File: src/rtl/hif_buf_pkg.sv
`timescale 1ns/1ps
package hif_buf_pkg;
   typedef enum logic [1:0] {
      SEL_ADDR = 2'd0,
      SEL_MODE = 2'd1,
      SEL_DATA = 2'd2,
      SEL_STAT = 2'd3
   } host_sel_e;

   localparam logic [1:0] MODE_RD = 2'b01;
   localparam logic [1:0] MODE_WR = 2'b10;

   // CPU control command bit positions
   localparam int CTL_TRIG  = 0;
   localparam int CTL_CLEAR = 1;
   localparam int CTL_SWAP  = 2;
   localparam int CTL_W     = 3;

   localparam int STAT_W = 5;
endpackage

File: src/rtl/hif_host_port.sv
`timescale 1ns/1ps
module hif_host_port
   import hif_buf_pkg::*;
#(
   parameter int DATA_W = 32,
   parameter int ADDR_W = 5
) (
   input  logic              clk,
   input  logic              rst_n,
   input  logic              cs,
   input  logic              we,
   input  logic              rs,
   input  logic [1:0]        sel,
   input  logic [DATA_W-1:0] wdata,
   input  logic              hbank,
   input  logic              irq,
   input  logic              dreq,
   input  logic [DATA_W-1:0] ram_rdata,
   output logic              ram_we,
   output logic [ADDR_W-1:0] ram_addr,
   output logic              rd_en,
   output logic [DATA_W-1:0] rd_val,
   output logic              end_hit
);
   logic [ADDR_W-1:0] addr_q;
   logic [1:0]        mode_q;
   logic              reg_acc, data_acc, wr_ok, rd_ok, step, cancel;
   logic [DATA_W-1:0] stat_word;

   assign reg_acc  = cs & rs;
   assign data_acc = reg_acc && (sel == SEL_DATA);
   assign wr_ok    = data_acc & we & (mode_q == MODE_WR);
   assign rd_ok    = data_acc & ~we & (mode_q == MODE_RD);
   assign step     = wr_ok | rd_ok;
   assign end_hit  = step & (addr_q == {ADDR_W{1'b1}});
   assign cancel   = reg_acc & ((sel == SEL_ADDR) | (sel == SEL_STAT) |
                                ((sel == SEL_MODE) & ~we));

   always_ff @(posedge clk or negedge rst_n) begin
      if (!rst_n) begin
         addr_q <= '0;
         mode_q <= '0;
      end else begin
         if (reg_acc && we && sel == SEL_ADDR) addr_q <= wdata[ADDR_W-1:0];
         else if (step)                        addr_q <= addr_q + 1'b1;
         if (reg_acc && we && sel == SEL_MODE) mode_q <= wdata[1:0];
         else if (cancel)                      mode_q <= '0;
      end
   end

   always_comb begin
      stat_word = '0;
      stat_word[STAT_W-1:0] = {hbank, irq, dreq, mode_q};
   end

   assign rd_en    = cs & ~we;
   assign ram_we   = wr_ok;
   assign ram_addr = addr_q;

   always_comb begin
      rd_val = '0;
      if (!rs) rd_val = stat_word;
      else begin
         unique case (sel)
            SEL_ADDR: rd_val[ADDR_W-1:0] = addr_q;
            SEL_MODE: rd_val[1:0]        = mode_q;
            SEL_DATA: rd_val             = rd_ok ? ram_rdata : '0;
            default:  rd_val             = stat_word;
         endcase
      end
   end

   AST_MODE_CANCEL: assert property (@(posedge clk) disable iff (!rst_n)
      cs && rs && (sel == SEL_ADDR || sel == SEL_STAT || (sel == SEL_MODE && !we))
      |=> mode_q == 2'b00);

   AST_STATUS_NO_CANCEL: assert property (@(posedge clk) disable iff (!rst_n)
      cs && !rs |=> $stable(mode_q) && $stable(addr_q));

   AST_ADDR_ADVANCE: assert property (@(posedge clk) disable iff (!rst_n)
      cs && rs && sel == SEL_DATA &&
      ((we && mode_q == MODE_WR) || (!we && mode_q == MODE_RD))
      |=> addr_q == ADDR_W'($past(addr_q) + 1'b1));

   AST_MISMATCH_HOLD: assert property (@(posedge clk) disable iff (!rst_n)
      cs && rs && sel == SEL_DATA &&
      !((we && mode_q == MODE_WR) || (!we && mode_q == MODE_RD))
      |=> $stable(addr_q) && $stable(mode_q));
endmodule

File: src/rtl/hif_bank_ram.sv
`timescale 1ns/1ps
module hif_bank_ram #(
   parameter int DATA_W = 32,
   parameter int WORDS  = 32,
   parameter int ADDR_W = $clog2(WORDS)
) (
   input  logic              clk,
   input  logic              hbank,
   input  logic              h_we,
   input  logic [ADDR_W-1:0] h_addr,
   input  logic [DATA_W-1:0] h_wdata,
   output logic [DATA_W-1:0] h_rdata,
   input  logic              c_we,
   input  logic [ADDR_W-1:0] c_addr,
   input  logic [DATA_W-1:0] c_wdata,
   output logic [DATA_W-1:0] c_rdata
);
   localparam int NBANK = 2;

   logic [DATA_W-1:0] rd_h [NBANK];
   logic [DATA_W-1:0] rd_c [NBANK];

   for (genvar b = 0; b < NBANK; b++) begin : g_bank
      logic [DATA_W-1:0] mem [WORDS];
      logic              host_owns;
      assign host_owns = (hbank == 1'(b));
      always_ff @(posedge clk) begin
         if (host_owns && h_we)       mem[h_addr] <= h_wdata;
         else if (!host_owns && c_we) mem[c_addr] <= c_wdata;
      end
      assign rd_h[b] = mem[h_addr];
      assign rd_c[b] = mem[c_addr];
   end

   assign h_rdata = rd_h[hbank];
   assign c_rdata = rd_c[~hbank];
endmodule

File: src/rtl/hif_cpu_ctrl.sv
`timescale 1ns/1ps
module hif_cpu_ctrl
   import hif_buf_pkg::*;
(
   input  logic             clk,
   input  logic             rst_n,
   input  logic             c_en,
   input  logic             c_we,
   input  logic             c_reg,
   input  logic [CTL_W-1:0] c_cmd,
   input  logic             end_hit,
   output logic             hbank,
   output logic             irq,
   output logic             dreq
);
   logic ctl_wr, trig, clr, swap;

   assign ctl_wr = c_en & c_we & c_reg;
   assign trig   = ctl_wr & c_cmd[CTL_TRIG];
   assign clr    = ctl_wr & c_cmd[CTL_CLEAR];
   assign swap   = ctl_wr & c_cmd[CTL_SWAP];

   always_ff @(posedge clk or negedge rst_n) begin
      if (!rst_n) begin
         hbank <= 1'b0;
         irq   <= 1'b0;
         dreq  <= 1'b0;
      end else begin
         if (swap) hbank <= ~hbank;
         if (end_hit)  irq <= 1'b1;
         else if (clr) irq <= 1'b0;
         if (trig)         dreq <= 1'b1;
         else if (end_hit) dreq <= 1'b0;
      end
   end

   AST_TRIG_RAISES: assert property (@(posedge clk) disable iff (!rst_n)
      trig |=> dreq);

   AST_END_SETS_IRQ: assert property (@(posedge clk) disable iff (!rst_n)
      end_hit |=> irq);

   AST_END_DROPS_REQ: assert property (@(posedge clk) disable iff (!rst_n)
      end_hit && !trig |=> !dreq);

   AST_IRQ_STICKY: assert property (@(posedge clk) disable iff (!rst_n)
      irq && !clr |=> irq);

   AST_SWAP_TOGGLES: assert property (@(posedge clk) disable iff (!rst_n)
      swap |=> hbank != $past(hbank));
endmodule

File: src/rtl/hif_dual_bank_buf.sv
`timescale 1ns/1ps
module hif_dual_bank_buf
   import hif_buf_pkg::*;
#(
   parameter int DATA_W      = 32,
   parameter int WORDS       = 32,
   parameter bit HOST_RD_REG = 1'b1,
   localparam int ADDR_W     = $clog2(WORDS)
) (
   input  logic              clk,
   input  logic              rst_n,
   input  logic              host_cs,
   input  logic              host_we,
   input  logic              host_rs,
   input  logic [1:0]        host_sel,
   input  logic [DATA_W-1:0] host_wdata,
   output logic [DATA_W-1:0] host_rdata,
   input  logic              cpu_en,
   input  logic              cpu_we,
   input  logic              cpu_reg,
   input  logic [ADDR_W-1:0] cpu_addr,
   input  logic [DATA_W-1:0] cpu_wdata,
   output logic [DATA_W-1:0] cpu_rdata,
   output logic              dma_req,
   output logic              bank_irq
);
   if (WORDS < 2 || (WORDS & (WORDS - 1)) != 0)
      $error("WORDS must be a power of two of at least 2");
   if (DATA_W < STAT_W || DATA_W <= ADDR_W)
      $error("DATA_W too narrow for status and address fields");

   logic              hbank, ram_hwe, rd_en, end_hit;
   logic [ADDR_W-1:0] ram_haddr;
   logic [DATA_W-1:0] ram_hrd, ram_crd, rd_val, ctl_word;

   hif_host_port #(.DATA_W(DATA_W), .ADDR_W(ADDR_W)) u_host (
      .clk(clk), .rst_n(rst_n), .cs(host_cs), .we(host_we), .rs(host_rs),
      .sel(host_sel), .wdata(host_wdata), .hbank(hbank), .irq(bank_irq),
      .dreq(dma_req), .ram_rdata(ram_hrd), .ram_we(ram_hwe),
      .ram_addr(ram_haddr), .rd_en(rd_en), .rd_val(rd_val), .end_hit(end_hit)
   );

   hif_bank_ram #(.DATA_W(DATA_W), .WORDS(WORDS), .ADDR_W(ADDR_W)) u_ram (
      .clk(clk), .hbank(hbank), .h_we(ram_hwe), .h_addr(ram_haddr),
      .h_wdata(host_wdata), .h_rdata(ram_hrd),
      .c_we(cpu_en & cpu_we & ~cpu_reg), .c_addr(cpu_addr),
      .c_wdata(cpu_wdata), .c_rdata(ram_crd)
   );

   hif_cpu_ctrl u_ctrl (
      .clk(clk), .rst_n(rst_n), .c_en(cpu_en), .c_we(cpu_we), .c_reg(cpu_reg),
      .c_cmd(cpu_wdata[CTL_W-1:0]), .end_hit(end_hit),
      .hbank(hbank), .irq(bank_irq), .dreq(dma_req)
   );

   always_comb begin
      ctl_word = '0;
      ctl_word[CTL_W-1:0] = {hbank, bank_irq, dma_req};
   end

   always_ff @(posedge clk or negedge rst_n) begin
      if (!rst_n)                 cpu_rdata <= '0;
      else if (cpu_en && !cpu_we) cpu_rdata <= cpu_reg ? ctl_word : ram_crd;
   end

   if (HOST_RD_REG) begin : g_host_rd_reg
      always_ff @(posedge clk or negedge rst_n) begin
         if (!rst_n)     host_rdata <= '0;
         else if (rd_en) host_rdata <= rd_val;
      end
   end else begin : g_host_rd_comb
      assign host_rdata = rd_en ? rd_val : '0;
   end

   AST_IRQ_NEEDS_CAUSE: assert property (@(posedge clk) disable iff (!rst_n)
      $rose(bank_irq) |-> $past(host_cs) && $past(host_rs));

   AST_SWAP_ONLY_BY_CPU: assert property (@(posedge clk) disable iff (!rst_n)
      !(cpu_en && cpu_we && cpu_reg) |=> $stable(hbank));
endmodule

File: config.mk
export PLATFORM = sky130hd
export DESIGN_NAME = hif_dual_bank_buf
export DESIGN_NICKNAME = d
export VERILOG_FILES = /design/src/rtl/hif_buf_pkg.sv /design/src/rtl/hif_host_port.sv /design/src/rtl/hif_bank_ram.sv /design/src/rtl/hif_cpu_ctrl.sv /design/src/rtl/hif_dual_bank_buf.sv
export SDC_FILE = /design/constraint.sdc
export NUM_CORES = 2
export LEC_CHECK = 0
export BUFFER_PORTS_ARGS = -buffer_cell sky130_fd_sc_hd__buf_2
export CAP_MARGIN = 20
export CORE_MARGIN = 2
export CORE_UTILIZATION = 48
export CTS_BUF_LIST = sky130_fd_sc_hd__clkbuf_4
export DETAILED_ROUTE_END_ITERATION = 6
export SYNTH_ARGS = -nofsm -noshare
export SYNTH_HDL_FRONTEND = slang
export SYNTH_SLANG_ARGS = --single-unit
export TNS_END_PERCENT = 10
File: constraint.sdc
create_clock -name clk -period 4.8 [get_ports clk]
set_clock_uncertainty 0.05 [all_clocks]
set_input_delay 1.44 -clock clk [delete_from_list [all_inputs] [get_ports clk]]
set_output_delay 1.44 -clock clk [all_outputs]
set_load 0.02 [all_outputs]
==> impl_metrics.py <==
metrics = {
    "clock_tree": {
        "clockBufferDepth": 4,
        "clkSinkCount": 2122,
        "cts_tree": "done",
        "cts_buffers": 579,
        "htree_levels": 6,
        "post_cts_buffers": 0,
        "worstSkewPairLatency_ns": 1.39,
        "clock_tree.root_cell": "clkbuf_4",
        "cts.clk_slew.worst_paths_ns": 0.08,
    },
    "finish": {
        "drive_gt1_share_pct": 43.8,
        "syn2layout_area_growth_pct": 14.3,
        "nets": 5717,
        "final_core_util_pct": 55.1,
        "n_fill_cell": 15935,
        "instances_no_fill": 8744,
    },
    "route": {
        "final_antenna_net_count": 0,
        "via_count": 59010,
        "drt-total-wl_mm": 332,
        "vias_per_cell": 6.75,
        "drcViolationCount": 0,
        "dr.pass1.iters": 5,
        "drt_iter0_drc": 8391,
        "wl_per_cell_um": 38.0,
    },
    "critical_path": {
        "path_delay_family": "flip-flops",
        "endpoint_kind": "output pin",
        "slowest_stage": "dfrtp_1",
        "r2r_cells": 6,
        "r2r_setup_slack_ns": 0.93,
        "path_max_fanout": 2,
        "r2r_start": "u_host.ram_addr[0]",
        "reg2reg_to": "host_rdata[15]",
        "cp_slowest_stage_delay_ns": 0.73,
        "crit_type": "flop to output pin",
        "critPathRequiredTime_ns": 3.31,
        "crit_chain": "buf_2",
        "timing.critical_path.buf_inv": 1,
        "cp.arrival_ns": 2.42,
        "start_kind": "flop",
    },
    "synth": {
        "ys.flop_type": "edfxtp_1",
        "syn_area_per_cell_um2": 20.1,
        "synth-seq-cells": 2122,
        "synth.top_cells.by_area": "edfxtp_1, mux4_2, mux2i_1, dfrtp_1, nand2_1",
        "syn_area_um2": 98400,
        "synth_top_area_share_pct": 62.5,
        "ys_top_cells_by_count": "edfxtp_1, mux4_2, nand2_1",
        "ys_types": 55,
        "synth_most_common_cell": "edfxtp_1",
        "ys_seq_area_share_pct": 64.4,
        "async_reset_ff_share_pct": 3.49,
        "synth_edf_count": 2048,
        "ys_warn_count": 0,
        "syn-num-nets": 4973,
        "netlist_instances": 4888,
        "yosys.area.top_type": "edfxtp_1",
    },
    "global_routing": {
        "grt_pass1_wl_mm": 460,
        "grt_max_degree": 74,
        "antenna_found_initial": 19,
        "grt_overflow_total": 0,
        "grt_pass1_vias": 59855,
        "grt_util_all_layers_pct": 31.9,
    },
    "die": {
        "start_util_pct": 48.2,
        "core_area_um2": 204000,
        "num_io_pins": 145,
        "fp.dieArea_um2": 209000,
        "chipWidth_um": 457,
        "rows": 166,
        "die_y_um": 457,
    },
    "place": {
        "place_congestion": 0.862,
        "numPortBuffers": 144,
        "detailed_place_hpwl_mm": 200,
        "placed_cells": 7735,
    },
    "sta": {
        "report.final.slew_viol_count": 0,
        "finalSetupViolations": 0,
        "max_clock_freq_ghz": 0.256,
        "hold_viol_final": 0,
        "worst_pin_slew_ns": 1.17,
        "rsz0062_at_grt": "false",
        "fin_crit_sh_pct": 81.4,
        "fin_tns_setup_ns": 0,
        "fin_crit_ns": 3.91,
        "max-slew-margin-rel_pct": 22.1,
    },
    "power_and_ir_drop": {
        "p_leak_nw": 37.2,
        "power.density_nw_per_um2": 425,
        "peakVddDrop_v": 0.000404,
    },
    "hold_path": {
        "min_path_cells": 3,
        "min_to": "u_ctrl.hbank",
        "hold_class": "primary input to flop",
        "worstHoldStart": "cpu_wdata[2]",
    },
    "flow_run": {
        "drv_cap": 0,
    },
    "run_status": {
        "status": "completed",
    },
}
==> tightest hold or removal path: cells and delay by family <==
kind                      cells  cell delay (ns)
and+or+nand+nor               1             0.07
xor gates and xnor gates      1             0.06
buffers and inverters         1             0.13
==> routing by layer <==
metal	vias up	wire (um)	global-route usage [%]
met5	-	30	0
met4	6	15100	14.7
met3	572	34700	7.19
met2	3795	157000	49.0
met1	31670	126000	43.9
li1	22967	-	-
==> where the power goes <==
group	internal [mW]	leakage [nW]	total, mW	switching, mW
Sequential	20.9	19.4	21.3	0.392
Combinational	4.59	13.6	10.6	5.99
Clock	8.30	4.27	15.9	7.62
==> flip-flops by register name, summed over array words and instances (netlist names) <==
name              count
u_ctrl.dreq           1
cpu_rdata            32
u_ctrl.irq            1
u_host.ram_addr       5
u_ctrl.hbank          1
host_rdata           32
u_host.mode_q         2
u_ram.g_bank.mem   2048
==> cells in the final DEF (no fill, tap or decap), types with 7 or more instances in the layout <==
cell type  instances
a22o_1            10
mux2_2            18
o21ai_1           12
a21oi_1           55
o22ai_1           13
a41oi_1           11
buf_4            304
buf_12            88
a211oi_1          16
nand3_1           65
mux4_2          1109
a32oi_1           32
buf_2            139
and2_1            10
dfrtp_1           69
nand2b_1          16
nor2_4            70
diode_2            7
nand2_1          371
clkinv_1         109
clkinv_2          15
nor3_1            17
clkbuf_4         849
edfxtp_1        2048
o221ai_1          15
inv_2             17
a22oi_1          107
o211ai_1          21
o21ai_0           30
a31oi_1           10
nor2b_1           10
nor2_1            39
mux2i_1          256
==> area by class of cell <==
type	count	area (um2)	share of cell area (%)
Sequential cell	2122	63400	56.4
Timing Repair Buffer	539	4890	4.35
Multi-Input combinational cell	2382	33600	29.9
Tap cell	2688	3360	2.99
Clock inverter	149	704	0.627
Clock buffer	849	6370	5.67
Antenna cell	7	17.5	0.0156
Inverter	8	50.0	0.0445
==> kinds of logic (layout without fill, tap and decap cells) <==
group	after synthesis	count (layout)	synth area share [%]
AOI/OAI and AO/OA	362	362	2.61
DFF	2122	2122	64.4
xor gates and xnor gates	4	4	0.0356
and+or+nand+nor	627	627	2.66
adders and majority gates	6	6	0.0763
muxes	1383	1383	28.2
buffers and inverters	384	1545	2.02
other	0	7	0
==> what timing repair did <==
| item | in CTS | in global routing |
|---|---|---|
| hold buffers | 1 | 0 |
| gates resized for setup | 0 | 0 |
| hold endpoints to repair | 8 | 0 |
==> per-stage QoR <==
stage               cell area [um2]  worst slack, ns  hold WS, ns  total power [mW]
finish                       112000            0.893        0.307              47.8
global route                 112000            0.812        0.219              49.5
CTS                          112000            0.799        0.125              48.0
detailed placement           105000            0.319        0.416              32.2
global placement             105000            0.274        0.410              32.1
floorplan                     98400           0.0874        0.444              28.6
==> worst max-delay path by stage <==
stage / from / endpoint / slack [ns] / cells past startpoint
6_report: cpu_rdata[8] / cpu_rdata[8] / 0.89 / 1
5_1_grt: cpu_rdata[8] / cpu_rdata[8] / 0.81 / 1
4_1_cts: cpu_rdata[8] / cpu_rdata[8] / 0.80 / 1
3_5_place_dp: host_sel[0] / u_ram.g_bank[1].mem[24][13] / 0.32 / 10
3_3_place_gp: host_sel[0] / u_ram.g_bank[1].mem[24][3] / 0.27 / 10
2_1_floorplan: cpu_addr[2] / u_ram.g_bank[0].mem[24][0] / 0.09 / 8
No activity file was read; power rests on OpenSTA's default activity.
